==> src/rtl/irq_chain.sv <==
module irq_chain #(
  parameter int N = 4,
  parameter int VW = 8,
  parameter logic [VW-1:0] VEC_BASE = 8'h20
) (
  input  logic          clk,
  input  logic          rst_n,
  input  logic [N-1:0]  req,
  input  logic          ack_in,
  output logic          irq,
  output logic [N-1:0]  grant,
  output logic [VW-1:0] vec_bus,
  output logic          no_grant
);
  logic [N-1:0] pending, snap, grant_q, src;
  logic [N:0]   chain;
  logic         ack_q, rise, fall;

  assign rise = ack_in & ~ack_q;
  assign fall = ack_q & ~ack_in;
  assign src  = rise ? (pending | req) : snap;
  assign irq  = |(pending | req);

  assign chain[0] = ack_in;
  for (genvar i = 0; i < N; i++) begin : g_cell
    assign grant[i]   = chain[i] & src[i];
    assign chain[i+1] = chain[i] & ~src[i];
  end
  assign no_grant = chain[N];

  always_comb begin
    vec_bus = '0;
    for (int i = 0; i < N; i++)
      vec_bus = vec_bus | (grant[i] ? VW'(VEC_BASE + VW'(i)) : '0);
  end

  always_ff @(posedge clk) begin
    if (!rst_n) begin
      pending <= '0;
      snap    <= '0;
      grant_q <= '0;
      ack_q   <= 1'b0;
    end else begin
      ack_q   <= ack_in;
      grant_q <= grant;
      if (rise) snap <= pending | req;
      pending <= (pending | req) & ~(fall ? grant_q : '0);
    end
  end
endmodule

==> config.mk <==
export PLATFORM = sky130hd
export DESIGN_NAME = irq_chain
export DESIGN_NICKNAME = d
export VERILOG_FILES = /design/src/rtl/irq_chain.sv
export SDC_FILE = /design/constraint.sdc
export NUM_CORES = 1
export LEC_CHECK = 0
export BUFFER_PORTS_ARGS = -buffer_cell sky130_fd_sc_hd__buf_2
export CAP_MARGIN = 15
export CORE_UTILIZATION = 41
export DETAILED_ROUTE_END_ITERATION = 6
export PLACE_DENSITY = 0.8
export SYNTH_ARGS = -nofsm -noshare
export SYNTH_HDL_FRONTEND = slang
export SYNTH_SLANG_ARGS = --single-unit
==> constraint.sdc <==
create_clock -name clk -period 1.4 [get_ports clk]
set_input_delay 0.28 -clock clk [delete_from_list [all_inputs] [get_ports clk]]
set_output_delay 0.28 -clock clk [all_outputs]
set_load 0.1 [all_outputs]
Yosys cells after proc, flatten, opt, wreduce, memory -nomap -nowiden. Index checks and enable logic that the tools add are counted.

Flip-flop bits (word level): 13. Bits in latches: 0. Bits in writable memories: 0. Memory bits (read-only): 0. Input port bits: 7. Word-level logic and storage cells: 33. Memories: 0.

Add/subtract/negate cells: 0. Multipliers: 0. Div/mod/pow operators: 0. Magnitude comparators: 0. Equal/unequal tests: 0. Shifts and indexed selects: 0. Muxes and demuxes: 6. Bitwise logic cells: 22. Reduce and logical (&&, ||, !) cells: 1.

Operators by type and width (count): $mux W6 (4); $or A6 B6 Y6 (3); $and A1 B1 Y1 (10); $mux W4 (2); $not A1 Y1 (6); $and A4 B4 Y4 (1); $not A4 Y4 (1); $or A4 B4 Y4 (1); $reduce_or A4 Y1 (1).

Logic depth before layout (Yosys ltp).
Word-level depth: 10. Mapped depth: 4.

Worst setup path after synthesis. OpenSTA, ideal clock, no wires.

Path kind: input port to output port. Start: in req[1]. End: out vec_bus[1]. Data arrival time: 2538 ps. Required time: 1120 ps. Slack: -1418 ps. Stages: 4. Buffers on the path: 0. Path through: or4b_1 -> o21ai_2 -> nand2b_4 -> a21oi_1.

Word-level cells in the longest chain between the ends: 8. Elaborated cells on any way between the ends: 11. Those cells by class: mux: 3; bitwise: 8.

Ends and longest elaborated chain: from (decl) (line 8) `input logic [N-1:0] req,`; $or A4 B4 Y4 (*) (line 21) `assign src = rise ? (pending | req) : snap;`; $mux W4 (*); $not A1 Y1 (*) (line 27) `assign chain[i+1] = chain[i] & ~src[i];`; $and A1 B1 Y1 (*) (line 27); $and A1 B1 Y1 (on tied branches) (line 26, 27); $mux W6 / $and A1 B1 Y1 (equally long branches) (line 34, 26); $or A6 B6 Y6 / $mux W6 (equally long branches) (line 34) `vec_bus = vec_bus | (grant[i] ? VW'(VEC_BASE + VW'(i)) : '0);`; $or A6 B6 Y6 (*) (line 34); to (decl) (line 12) `output logic [VW-1:0] vec_bus,`.

Every way passes the cells marked *; elsewhere a longest branch is shown, timed or not.

Final worst setup path.
Start: reg pending[1]. End: out vec_bus[1].

Word-level cells in the longest chain between the ends: 8. Elaborated cells on any way between the ends: 11. Those cells by class: mux: 3; bitwise: 8.

Ends and longest elaborated chain: from (decl) (line 15) `logic [N-1:0] pending, snap, grant_q, src;`; from (signal assigned) (line 47) `pending <= (pending | req) & ~(fall ? grant_q : '0);`; $or A4 B4 Y4 (*) (line 21); $mux W4 (*); $not A1 Y1 (*) (line 27); $and A1 B1 Y1 (*) (line 27); $and A1 B1 Y1 (on tied branches) (line 26, 27); $mux W6 / $and A1 B1 Y1 (equally long branches) (line 34, 26); $or A6 B6 Y6 / $mux W6 (equally long branches) (line 34); $or A6 B6 Y6 (*) (line 34).

Marks and branches as above.

==> results.txt <==
Final setup viols = 14
Pins Over Slew Limit = 0
fmax = 481 MHz
number of H-tree levels = 1
CTS Sinks = 13
share of layout cells above drive strength 1 = 64.8%
CTS max path bufs = 2
total of max-cap violations = 0
busiest grt layer = met2
Critical Path Start = pending[1]
outcome = finished, violations left
cell with the most instances after synthesis = dfxtp_1
Final Hold Viols = 0
initial antenna violation count = 0
Worst-path clk slew = 80 ps
io pins = 21
Worst VDD drop = 0.714 mV
worst reg-to-reg path cell count = 7
hold_ws = 294 ps
HPWL reported at the end of detailed placement = 1090 um
power density over the cells = 999 mW/mm2
Avg Cell Area, Syn = 9.06 um2
sequential area share after synthesis = 45.6%
Final Instance Area = 0.00117 mm2
violated checks = negative setup slack
most common library cells after synthesis = dfxtp_1, nor2_1, buf_4
top cells by area, synth = dfxtp_1, buf_4, nor2_1
GP Congestion = 0.793
DRC viols = 0
Layout Utilization = 90.0%
Min Clock Period, post-route = 2080 ps
ys async rst share = 0%
Final Skew = 2.26 ps
Worst EP arrival = 1800 ps
final setup margin = -681 ps
Worst-Skew Late Latency = 270 ps
Critical Path RT = 1120 ps
Final #Nets = 113
largest net degree at the start of global routing = 10
die area = 0.00154 mm2
GRT overflow = 0
Synth area leader = dfxtp_1
chip height = 39.3 um
met3 Use GR = 2.27%
Initial Util = 43.8%
ANT cells = 0
Core ar. = 0.00130 mm2
CP startpoint kind = flip-flop
CTS Hold Bufs = 0
setup TNS = -5870 ps
worst reg2reg setup slack = -260 ps
CTS tree = done
Total GRT Usage = 27.7%
RR Endpoint = grant_q[3]
Routed wire per std cell = 15.8 um
Leak = 0.507 nW
First-pass DRT Iterations = 4
vias in the first global route = 606
Layout area overhead = 105%
Synthesis Warnings = 0
Vias = 621
Crit. End Element = output port
final wirelength = 1890 um
flops & latches, synth = 13
Placement Cell Area = 967 um2
fin crit share = 149%
DR iter-0 viols = 26
M1 GR Usage = 33.1%
number of port buffers = 15
Synth cell types = 26
RSZ-0062 raised after global routing = true
ys flop type = dfxtp_1
Via density = 5.18
CTS buffer count = 3
row count = 13
number of synthesized flops with an enable pin = 0
Synth top area share = 45.6%
crit-path max FO = 5
clock root cell = clkbuf_4
Final ANT Viol Nets = 0
RR Startpoint = pending[1]
Global Route met2 Usage = 50.4%
CP Capture Point = vec_bus[1]
Post-Place Setup Slack = -480 ps
critical path class = flip-flop to output port
mapped cell area = 571 um2
first-pass GRT wire length = 2780 um
post-synthesis cell count = 63
Die W = 39.3 um
worst hold-check path type = input pin to flip-flop
registers in the layout, indices dropped and copies added, names as in the netlist:
signal	cells
ack_q	1
grant_q	4
pending	4
snap	4
routing by layer:
layer / wire length (um) / vias up
met3: 109 / 4
met5: 0 / -
li1: - / 292
met4: 31 / 0
met1: 780 / 291
met2: 970 / 34
where the power goes:
part,total [mW],switching (mW),internal (mW),leakage [nW]
clock network,0.229,0.119,0.110,0.0150
logic,0.534,0.317,0.217,0.384
registers,0.407,0.0130,0.393,0.108
total,1.17,0.449,0.721,0.507
cell type report:
cell class	count	area, um2
clock buffer	4	26.3
fill	58	130
inverter	3	11.3
multi-input combinational	46	419
sequential	13	264
tap	15	18.8
timing repair buffer	39	432
worst min path at each step:
stage               start          to  depth (start not counted)
2_1_floorplan  grant_q[1]  pending[1]                          1
3_3_place_gp   grant_q[1]  pending[1]                          1
3_5_place_dp   grant_q[0]  pending[0]                          1
4_1_cts             rst_n  pending[1]                          3
5_1_grt             rst_n  pending[1]                          3
6_report            rst_n  pending[1]                          3
critical path, cell delays in order (launching register included):
cell and delay (ps):
dfxtp_2 330, or4b_4 520, o21ai_4 100, buf_6 130, nand2b_4 100, a21oi_4 160, buf_12 190
per-stage QoR:
step | power [mW] | std cells
floorplan | 0.722 | 67
global placement | 0.839 | 110
detailed placement | 0.847 | 110
CTS | 1.14 | 118
global route | 1.22 | 120
finish | 1.17 | 120
cell usage in the layout (no fill, tap or decap), types with 3 or more instances in the layout:
cell      synthesis  layout
clkbuf_4          0       3
conb_1            1       5
nor2_4            0       4
dfxtp_2           0       3
buf_12            0       9
nor3_2            2       3
dfxtp_1          13      10
buf_2             0       6
buf_6             0      11
buf_4             5      13
nor2_1           10       6
cell families after synthesis:
group                  after synthesis  synth area share, %
other                                1                0.657
muxes                                2                 3.95
and+or+nand+nor                     27                 28.1
AOI/OAI and AO/OA                   12                 13.2
DFF                                 13                 45.6
buffers and inverters                8                 8.55
timing repair:
| item | 4_1_cts | 5_1_grt |
|---|---|---|
| gates cloned | 0 | 0 |
| setup buffers | 5 | 2 |
| resized for setup | 30 | 4 |
| endpoints found under the setup margin | 11 | 13 |
| pin swaps | 4 | 1 |
Power figures use the tool's default switching activity.
